==> config.mk <==
export PLATFORM = sky130hd
export DESIGN_NAME = neuron_fwd_unit
export DESIGN_NICKNAME = d
export VERILOG_FILES = /design/src/rtl/nfu_pkg.sv /design/src/rtl/nfu_sigmoid.sv /design/src/rtl/nfu_ctrl.sv /design/src/rtl/nfu_dpath.sv /design/src/rtl/neuron_fwd_unit.sv
export SDC_FILE = /design/constraint.sdc
export NUM_CORES = 1
export LEC_CHECK = 0
export ABC_AREA = 1
export BUFFER_PORTS_ARGS = -buffer_cell sky130_fd_sc_hd__buf_2
export CORE_ASPECT_RATIO = 1.1
export CORE_MARGIN = 8
export CORE_UTILIZATION = 39
export DETAILED_ROUTE_END_ITERATION = 6
export RECOVER_POWER = 50
export SLEW_MARGIN = 20
export SYNTH_ARGS = -nofsm -noshare
export SYNTH_HDL_FRONTEND = slang
export SYNTH_SLANG_ARGS = --single-unit
==> constraint.sdc <==
create_clock -name clk -period 14 [get_ports clk]
set_input_delay 1.4 -clock clk [delete_from_list [all_inputs] [get_ports clk]]
set_output_delay 1.4 -clock clk [all_outputs]
set_load 0.02 [all_outputs]
==> src/rtl/nfu_pkg.sv <==
package nfu_pkg;

  typedef enum logic [1:0] {
    ST_IDLE = 2'd0,
    ST_ACC  = 2'd1,
    ST_XFER = 2'd2,
    ST_OUT  = 2'd3
  } nfuState_e;

  // Strobes from the sequencer to the datapath
  typedef struct packed {
    logic clrSum;    // start accepted: clear potential and ready
    logic issue;     // send one operand pair to the multiplier
    logic capSig;    // capture transfer-function result
    logic latchOut;  // register output, error and ready
  } nfuCtrl_t;

endpackage

==> src/rtl/nfu_sigmoid.sv <==
module nfu_sigmoid #(
  parameter int DATA_W     = 32,
  parameter int FRAC_W     = 16,
  parameter int RANGE_LOG2 = 3,
  parameter int SEG_LOG2   = 6
) (
  input  logic signed [DATA_W-1:0] x,
  output logic        [DATA_W-1:0] y
);

  localparam int SEGS      = 1 << SEG_LOG2;
  localparam int U_W       = FRAC_W + RANGE_LOG2 + 1;
  localparam int SEG_SHIFT = U_W - SEG_LOG2;
  localparam logic signed [DATA_W-1:0] LIM = DATA_W'(64'd1 << (FRAC_W + RANGE_LOG2));
  localparam logic [DATA_W-1:0] ONE = DATA_W'(64'd1 << FRAC_W);

  function automatic logic [DATA_W-1:0] sampleAt(input int i);
    real xr;
    xr = -(2.0 ** RANGE_LOG2) + real'(i) * (2.0 ** (RANGE_LOG2 + 1)) / real'(SEGS);
    return DATA_W'($rtoi((2.0 ** FRAC_W) / (1.0 + $exp(-xr)) + 0.5));
  endfunction

  logic [DATA_W-1:0] tab [SEGS+1];

  for (genvar gi = 0; gi <= SEGS; gi++) begin : g_tab
    localparam logic [DATA_W-1:0] SAMPLE = sampleAt(gi);
    assign tab[gi] = SAMPLE;
  end

  logic [DATA_W-1:0]     uFull;
  logic [SEG_LOG2:0]     segX;
  logic [SEG_SHIFT-1:0]  fr;
  logic [DATA_W-1:0]     loV, hiV, delta;
  logic [2*DATA_W-1:0]   slope;

  always_comb begin
    uFull = DATA_W'(x + LIM);
    segX  = (SEG_LOG2+1)'(uFull >> SEG_SHIFT);
    fr    = SEG_SHIFT'(uFull);
    loV   = tab[segX];
    hiV   = tab[segX + (SEG_LOG2+1)'(1)];
    delta = hiV - loV;
    slope = {{DATA_W{1'b0}}, delta} * {{(2*DATA_W-SEG_SHIFT){1'b0}}, fr};
    if (x < -LIM)
      y = '0;
    else if (x >= LIM)
      y = ONE;
    else
      y = loV + DATA_W'(slope >> SEG_SHIFT);
  end

endmodule

==> src/rtl/nfu_ctrl.sv <==
module nfu_ctrl
  import nfu_pkg::*;
#(
  parameter int MAX_IN  = 8,
  parameter int LAYER_W = 7,
  parameter int IDX_W   = $clog2(MAX_IN + 1)
) (
  input  logic               clk,
  input  logic               rstN,
  input  logic               start,
  input  logic [LAYER_W-1:0] layerIdx,
  input  logic [IDX_W-1:0]   prevCount,
  output logic [IDX_W-1:0]   idx,
  output logic [LAYER_W-1:0] layerLat,
  output nfuCtrl_t           ctl
);

  nfuState_e         state;
  logic [IDX_W-1:0]  cntLat;

  always_ff @(posedge clk or negedge rstN) begin
    if (!rstN) begin
      state    <= ST_IDLE;
      idx      <= '0;
      cntLat   <= '0;
      layerLat <= '0;
    end else begin
      unique case (state)
        ST_IDLE: if (start) begin
          state    <= ST_ACC;
          idx      <= '0;
          cntLat   <= prevCount;
          layerLat <= layerIdx;
        end
        ST_ACC: begin
          if (idx == cntLat) state <= ST_XFER;
          else               idx   <= idx + IDX_W'(1);
        end
        ST_XFER: state <= ST_OUT;
        ST_OUT:  state <= ST_IDLE;
        default: state <= ST_IDLE;
      endcase
    end
  end

  always_comb begin
    ctl = '0;
    unique case (state)
      ST_IDLE: ctl.clrSum   = start;
      ST_ACC:  ctl.issue    = (idx != cntLat);
      ST_XFER: ctl.capSig   = 1'b1;
      ST_OUT:  ctl.latchOut = 1'b1;
      default: ctl = '0;
    endcase
  end

endmodule

==> src/rtl/nfu_dpath.sv <==
module nfu_dpath
  import nfu_pkg::*;
#(
  parameter int DATA_W     = 32,
  parameter int FRAC_W     = 16,
  parameter int MAX_IN     = 8,
  parameter int LAYER_W    = 7,
  parameter int RANGE_LOG2 = 3,
  parameter int SEG_LOG2   = 6,
  parameter int IDX_W      = $clog2(MAX_IN + 1),
  parameter int ADDR_W     = LAYER_W + $clog2(MAX_IN)
) (
  input  logic                     clk,
  input  logic                     rstN,
  input  nfuCtrl_t                 ctl,
  input  logic [IDX_W-1:0]         idx,
  input  logic [LAYER_W-1:0]       layerLat,
  input  logic [MAX_IN*DATA_W-1:0] actVec,
  input  logic [DATA_W-1:0]        target,
  input  logic [DATA_W-1:0]        wgtData,
  input  logic [2*DATA_W-1:0]      mulP,
  output logic [ADDR_W-1:0]        wgtAddr,
  output logic [DATA_W-1:0]        mulA,
  output logic [DATA_W-1:0]        mulB,
  output logic                     mulGo,
  output logic [DATA_W-1:0]        outY,
  output logic [DATA_W-1:0]        outErr,
  output logic                     ready
);

  logic [DATA_W-1:0] act [MAX_IN];

  for (genvar g = 0; g < MAX_IN; g++) begin : g_act
    assign act[g] = actVec[g*DATA_W +: DATA_W];
  end

  // Operand selection and weight slice addressing
  always_comb begin
    mulB = '0;
    for (int k = 0; k < MAX_IN; k++)
      if (idx == IDX_W'(k)) mulB = act[k];
  end

  assign wgtAddr = ADDR_W'(layerLat) * ADDR_W'(MAX_IN) + ADDR_W'(idx);
  assign mulA    = wgtData;
  assign mulGo   = ctl.issue;

  // Product returns one cycle after issue
  logic              pVld;
  logic [DATA_W-1:0] sumQ;
  logic [DATA_W-1:0] sigY;
  logic [DATA_W-1:0] sigQ;

  always_ff @(posedge clk or negedge rstN) begin
    if (!rstN) begin
      pVld <= 1'b0;
      sumQ <= '0;
    end else begin
      pVld <= ctl.issue;
      if (ctl.clrSum)
        sumQ <= '0;
      else if (pVld)
        sumQ <= sumQ + DATA_W'(mulP >> FRAC_W);
    end
  end

  nfu_sigmoid #(
    .DATA_W    (DATA_W),
    .FRAC_W    (FRAC_W),
    .RANGE_LOG2(RANGE_LOG2),
    .SEG_LOG2  (SEG_LOG2)
  ) uSig (
    .x(signed'(sumQ)),
    .y(sigY)
  );

  always_ff @(posedge clk or negedge rstN) begin
    if (!rstN) begin
      sigQ   <= '0;
      outY   <= '0;
      outErr <= '0;
      ready  <= 1'b0;
    end else begin
      if (ctl.capSig) sigQ <= sigY;
      if (ctl.clrSum) begin
        ready <= 1'b0;
      end else if (ctl.latchOut) begin
        outY   <= sigQ;
        outErr <= target - sigQ;
        ready  <= 1'b1;
      end
    end
  end

endmodule

==> src/rtl/neuron_fwd_unit.sv <==
module neuron_fwd_unit
  import nfu_pkg::*;
#(
  parameter int DATA_W     = 32,
  parameter int FRAC_W     = 16,
  parameter int MAX_IN     = 8,
  parameter int LAYER_W    = 7,
  parameter int RANGE_LOG2 = 3,
  parameter int SEG_LOG2   = 6,
  parameter int IDX_W      = $clog2(MAX_IN + 1),
  parameter int ADDR_W     = LAYER_W + $clog2(MAX_IN)
) (
  input  logic                     clk,
  input  logic                     rstN,
  input  logic                     start,
  input  logic [LAYER_W-1:0]       layerIdx,
  input  logic [IDX_W-1:0]         prevCount,
  input  logic [MAX_IN*DATA_W-1:0] actVec,
  input  logic [DATA_W-1:0]        target,
  output logic [ADDR_W-1:0]        wgtAddr,
  input  logic [DATA_W-1:0]        wgtData,
  output logic [DATA_W-1:0]        mulA,
  output logic [DATA_W-1:0]        mulB,
  output logic                     mulGo,
  input  logic [2*DATA_W-1:0]      mulP,
  output logic [DATA_W-1:0]        outY,
  output logic [DATA_W-1:0]        outErr,
  output logic                     ready
);

  nfuCtrl_t           ctl;
  logic [IDX_W-1:0]   idx;
  logic [LAYER_W-1:0] layerLat;

  nfu_ctrl #(
    .MAX_IN (MAX_IN),
    .LAYER_W(LAYER_W),
    .IDX_W  (IDX_W)
  ) uCtrl (
    .clk      (clk),
    .rstN     (rstN),
    .start    (start),
    .layerIdx (layerIdx),
    .prevCount(prevCount),
    .idx      (idx),
    .layerLat (layerLat),
    .ctl      (ctl)
  );

  nfu_dpath #(
    .DATA_W    (DATA_W),
    .FRAC_W    (FRAC_W),
    .MAX_IN    (MAX_IN),
    .LAYER_W   (LAYER_W),
    .RANGE_LOG2(RANGE_LOG2),
    .SEG_LOG2  (SEG_LOG2),
    .IDX_W     (IDX_W),
    .ADDR_W    (ADDR_W)
  ) uDp (
    .clk     (clk),
    .rstN    (rstN),
    .ctl     (ctl),
    .idx     (idx),
    .layerLat(layerLat),
    .actVec  (actVec),
    .target  (target),
    .wgtData (wgtData),
    .mulP    (mulP),
    .wgtAddr (wgtAddr),
    .mulA    (mulA),
    .mulB    (mulB),
    .mulGo   (mulGo),
    .outY    (outY),
    .outErr  (outErr),
    .ready   (ready)
  );

endmodule

=== After elaboration in Yosys (flattened, before gate mapping) ===
Memory sizes are Yosys's and may differ from the RTL's.
Index checks and enable logic that the tools add are counted.

* Register bits after elaboration: 147
* Bits in read-only memories: 8192
* Memories: 2
* Logic and storage cells: 80
* Output and inout bits: 140

{| class="wikitable"
|+ Memories
! name !! depth !! width !! read ports !! clocked after Yosys merged registers in !! wr ports !! line !! text
|-
| (name not given) || 128 || 32 || 1 || 0 || 0 || nfu_sigmoid.sv:41 || <nowiki>hiV = tab[segX + (SEG_LOG2+1)'(1)];</nowiki>
|-
| (name not given) || 128 || 32 || 1 || 0 || 0 || nfu_sigmoid.sv:40 || <nowiki>loV = tab[segX];</nowiki>
|}

* Eq/ne operators: 15
* $mul: 1
* Order comparisons: 4
* Reductions and logical operators: 9
* Add/sub/neg operators: 8
* Multiplexer cells: 28
* Bitwise gates (word level): 3

{| class="wikitable"
|+ Operators by type and width
! cell !! count
|-
| $mux W32 || 16
|-
| $add A32 B32 Y32 || 2
|-
| $sub A32 B32 Y32 || 2
|-
| $mul A32 B14 Y46 || 1
|-
| $ge A32 B21 Y1 const B || 1
|-
| $lt A32 B20 Y1 const B || 1
|-
| $add A21 B21 Y21 const B || 1
|-
| $eq A4 B3 Y1 const B || 4
|-
| $ge A8 B8 Y1 const B || 2
|-
| $not A7 Y8 || 2
|-
| $add A10 B4 Y10 || 1
|-
| $eq A4 B2 Y1 const B || 2
|-
| $mux W4 || 2
|-
| $pmux W2 S4 || 1
|-
| $pmux W4 S2 || 1
|-
| $add A7 B1 Y7 const B || 1
|-
| $mux W1 || 6
|-
| $reduce_and A2 Y1 || 3
|-
| $reduce_bool A2 Y1 || 3
|-
| $add A4 B1 Y4 const B || 1
|-
| $eq A2 B2 Y1 const B || 2
|-
| $eq A4 B1 Y1 const B || 1
|-
| $eq A4 B4 Y1 || 1
|-
| $logic_not A4 Y1 || 1
|-
| 8 further kinds || 10
|}

=== Longest topological paths before layout ===
* Depth after elaboration: 11
* Depth in mapped cells: 61
* Depth with buffers taken out: 60

=== By module ===
Synthesis repeated with hierarchy kept, for this count alone.

* Cells, all modules: 4962
* Area total of the unflattened synthesis: 32050.7 um^2

{| class="wikitable"
|+ Modules (own cells, without submodules)
! module !! cells each !! area each (um^2) !! instances
|-
| nfu_sigmoid || 2878 || 19432.4 || 1
|-
| nfu_dpath || 1965 || 11676.2 || 1
|-
| nfu_ctrl || 119 || 942.2 || 1
|}

=== Worst setup path after synthesis ===
OpenSTA, ideal clock, no wires.

* Path type: reg-to-reg
* Start: register uDp.sumQ[16]
* End: register uDp.sigQ[28]
* Buffers on the path: 3
* Data required time: 13.873 ns
* Setup slack: 3.821 ns
* Stages on the path, launching flop included: 54
* Clock period less this slack: 10.179 ns
* Arrival: 10.052 ns
* Cells stage by stage: dfrtp_1 > buf_4 > inv_2 > clkbuf_1 > ha_1 > inv_1 > clkbuf_1 > nor2_1 > inv_1 > nor2_1 > o21ai_0 > o21ai_0 > a2111oi_0 > ha_1 > inv_1 > o21ai_0 > nand2_1 > nand2_1 > (+18 left out) > nand2_1 > inv_1 > nand2_1 > xor2_1 > ha_1 > inv_1 > fa_1 > o31ai_1 > a21o_1 > nand2_1 > nand2_1 > nand2_1 > nand2_1 > nand3_1 > a21oi_1 > nand3_1 > nand2_1 > o21ai_0

* Longest elaborated chain between the ends: 11
* Elaborated cells between the ends (all ways): 17

{| class="wikitable"
|+ Ends and longest elaborated chain
! item !! line !! text
|-
| start, declared || nfu_dpath.sv:50 || <nowiki>logic [DATA_W-1:0] sumQ;</nowiki>
|-
| start signal, assigned || nfu_dpath.sv:63 || <nowiki>sumQ <= sumQ + DATA_W'(mulP >> FRAC_W);</nowiki>
|-
| $add A21 B21 Y21 || nfu_sigmoid.sv:37 || <nowiki>uFull = DATA_W'(x + LIM);</nowiki>
|-
| $add A7 B1 Y7 || nfu_sigmoid.sv:41 ||
|-
| $not A7 Y8 (not written as such) || nfu_sigmoid.sv:41 ||
|-
| $mem_v2 Z128 W32 || -- ||
|-
| $mux W32 (not written as such) (2 in series) || nfu_sigmoid.sv:41 ||
|-
| $sub A32 B32 Y32 || nfu_sigmoid.sv:42 || <nowiki>delta = hiV - loV;</nowiki>
|-
| $mul A32 B14 Y46 || nfu_sigmoid.sv:43 || <nowiki>slope = {{DATA_W{1'b0}}, delta} * {{(2*DATA_W-SEG_SHIFT){1'b0}}, fr};</nowiki>
|-
| $add A32 B32 Y32 || nfu_sigmoid.sv:49 || <nowiki>y = loV + DATA_W'(slope >> SEG_SHIFT);</nowiki>
|-
| $mux W32 || nfu_sigmoid.sv:46 || <nowiki>else if (x >= LIM)</nowiki>
|-
| $mux W32 (*) || nfu_sigmoid.sv:44 || <nowiki>if (x < -LIM)</nowiki>
|-
| end signal, assigned || nfu_dpath.sv:84 || <nowiki>if (ctl.capSig) sigQ <= sigY;</nowiki>
|-
| end, declared || nfu_dpath.sv:52 || <nowiki>logic [DATA_W-1:0] sigQ;</nowiki>
|}

Mark *: on every way between the ends. The rest lies on a longest branch, timed or not. The select of a mux whose other input is x is not followed.
A chain may end at the register's enable or synchronous reset.

=== Worst setup path in the final report ===
* Start: register uDp.sumQ[15]
* End: register uDp.sigQ[11]

The elaborated chain is that of the path after synthesis.

==> results.json <==
{
  "async_flop_share_pct": 100,
  "wire_per_inst_um": 21.0,
  "critical_path_class": "flop to flop",
  "timing.final.setup_violations": 0,
  "cts_made_buffers": 17,
  "tritoncts_clock_tree": "done",
  "numPortBuffers": 441,
  "grt_overflow_total": 0,
  "drc": 0,
  "clk_root_buffer_cell": "clkbuf_16",
  "vias_per_cell": 5.43,
  "run_status": "finished with violations",
  "grt_pass1_vias": 31500,
  "antenna_found_initial": 17,
  "critPathMaxStageDelay_ns": 0.96,
  "drt-total-wl_um": 124000,
  "final.setup.tns_ns": 0,
  "syn_nets": 5493,
  "drt-pass1-iter-count": 6,
  "max_cap_viol_count": 4,
  "die_h_um": 312,
  "synth_cell_type_count": 61,
  "die_span_in_x_um": 285,
  "core_area_mm2": 0.0788,
  "critical_path_required_ns": 14.35,
  "nets": 5816,
  "finalMaxSlewViolations": 303,
  "ioPinCount": 538,
  "die_footprint_mm2": 0.0887,
  "via_count": 32100,
  "layout_common_cells": "nand2_1 (955), inv_1 (771), nor2_1 (419)",
  "grt_start_max_net_pins": 112,
  "floorplan.initialDensity_pct": 39.3,
  "worstPathArrival_ns": 12.74,
  "clock_sink_count": 147,
  "count_of_flip_flops_with_a_built_in_enable_after_synthesis": 0,
  "initialDrtViolationCount": 3003,
  "global_route_wire_length_before_repair_um": 189000,
  "cts_setup_buffers": 0,
  "num-fill-cells": 8457,
  "crit_path_frequent_cell": "inv_1",
  "timing.clock.skew_ns": 0.0144,
  "dominantRegCellSynth": "dfrtp_1",
  "worstHoldPathType": "flop to flop",
  "synth-seq-area-share_pct": 11.9,
  "postCtsHoldBufs": 0,
  "global_route.usage.total_pct": 27.2,
  "post_cts.resized_instances": 0,
  "violated_checks": "capacitance limit, slew limit",
  "cts.reportedPaths.clkPinSlew_ns": 0.07,
  "fp-row-count": 108,
  "synthesis.area_mm2": 0.0310,
  "final_common_cell": "nand2_1",
  "cp_slowest_cell": "fa_1",
  "critPathMaxFanout": 16,
  "maxClockFrequency_ghz": 0.0807,
  "detailed_place_hpwl_um": 102000,
  "ys_seq_elements": 147,
  "critPathCaptureType": "flop",
  "final.min_clock_period_ns": 12.39,
  "syn_avg_cell_area_um2": 6.88,
  "max_slew.worst_pin.slew_ns": 5.36,
  "antenna_violating_nets_left": 0,
  "rsz0062_at_grt": "false",
  "clk_latency_ns": 0.48,
  "cts_buffer_depth": 2,
  "multi_input_area_mm2": 0.0233,
  "synthesis.yosys.warnings": 0,
  "synth_cells": 4502,
  "areaGrowthSynthToFinish_pct": 11.8,
  "max_slew_margin_pct": -257,
  "register_area_mm2": 0.00368,
  "drive_gt1_share_pct": 11.6,
  "report.final.hold_viol_count": 0,
  "worst_setup_path_start_kind": "flop",
  "fin_crit_sh_pct": 88.5,
  "cts_htree_levels": 4,
  "gpl.final_weighted_congestion": 0.963
}
==> sequential cells by signal (all words and copies together) (netlist names) <==
register        flops
uDp.outErr         32
uDp.sigQ           32
uCtrl.layerLat      7
uDp.outY           32
uCtrl.cntLat        4
uCtrl.idx           4
uDp.sumQ           32
uDp.ready           1
uCtrl.state         2
uDp.pVld            1
==> cells in the mapped netlist, types with 26 or more instances <==
| library cell | count | area, µm² |
|---|---|---|
| a21oi_1 | 229 | 1150 |
| ha_1 | 232 | 2900 |
| nor2_1 | 424 | 1590 |
| buf_4 | 38 | 285 |
| nand2_1 | 956 | 3590 |
| nand3_1 | 330 | 1650 |
| a31oi_1 | 50 | 313 |
| nor3_1 | 36 | 180 |
| xor2_1 | 31 | 272 |
| o21ai_0 | 312 | 1560 |
| dfrtp_1 | 147 | 3680 |
| inv_1 | 771 | 2890 |
| o22ai_1 | 28 | 175 |
| fa_1 | 361 | 7230 |
| clkbuf_1 | 131 | 492 |
| nand4_1 | 98 | 613 |
| o211ai_1 | 43 | 323 |
| xnor2_1 | 26 | 228 |
==> routing by layer <==
| metal | global-route usage [%] | vias to the layer above | part of all wire (%) |
|---|---|---|---|
| met2 | 43.8 | 1371 | 46 |
| met1 | 37.6 | 15400 | 44 |
| li1 | - | 15100 | - |
| met4 | 7.73 | 2 | 2.8 |
| met3 | 4.45 | 175 | 7.9 |
| met5 | 0 | - | 0.0089 |
==> final cells by class <==
| type | instances | share of cell area (%) |
|---|---|---|
| Sequential cell | 147 | 10.6 |
| Timing Repair Buffer | 518 | 7.77 |
| Inverter | 807 | 8.75 |
| Clock inverter | 14 | 0.520 |
| Multi-Input combinational cell | 3334 | 67.2 |
| Tap cell | 1045 | 3.78 |
| Clock buffer | 18 | 1.27 |
| Antenna cell | 14 | 0.101 |
==> metrics by stage <==
step | utilization, % | worst slack [ns] | cell area (µm²) | std cells | hold slack (ns)
global route | 43.9 | 0.918 | 34600 | 5891 | 0.496
global placement | 43.2 | 1.85 | 34100 | 5851 | 0.449
floorplan | - | 3.82 | 31000 | 4502 | 0.449
CTS | 44.0 | 1.84 | 34700 | 5883 | 0.472
detailed placement | 43.2 | 1.86 | 34100 | 5851 | 0.454
finish | 43.9 | 1.61 | 34600 | 5897 | 0.478
==> path summary, 6_finish.rpt <==
kind                              start        endpoint  slack, ns  cells past startpoint
max in group asynchronous          rstN  uDp.outErr[19]       6.59                      2
min in group asynchronous          rstN   uDp.outErr[5]       2.88                      1
min reg2reg                uDp.outY[31]    uDp.outY[31]       0.48                      2
max reg2reg                uDp.sumQ[15]    uDp.sigQ[11]       1.61                     50
max                        uDp.sumQ[15]    uDp.sigQ[11]       1.61                     50
min                        uDp.outY[31]    uDp.outY[31]       0.48                      2
==> critical path, delay by kind of cell, from the launching register on <==
kind | cells | cell delay (ns)
adders and majority gates | 12 | 5.88
buffers and inverters | 14 | 1.77
AOI/OAI and AO/OA | 12 | 2.40
xor gates and xnor gates | 1 | 0.30
and+or+nand+nor | 11 | 1.46
DFF | 1 | 0.41
==> cells by family (layout without fill, tap and decap cells) <==
group / after synthesis / after routing / synth area share [%]
XOR/XNOR: 66 / 66 / 2.12
flip-flops: 147 / 147 / 11.9
AO/OA/AOI/OAI: 763 / 763 / 13.9
buffers and inverters: 1021 / 1357 / 13.1
other: 0 / 14 / 0
adder cells (fa/ha/maj): 593 / 593 / 32.7
AND/OR/NAND/NOR: 1912 / 1912 / 26.2
Power is left out: the tool's default activity adds up to more than one toggle a clock period on the data nets, which glitch-free logic cannot reach.
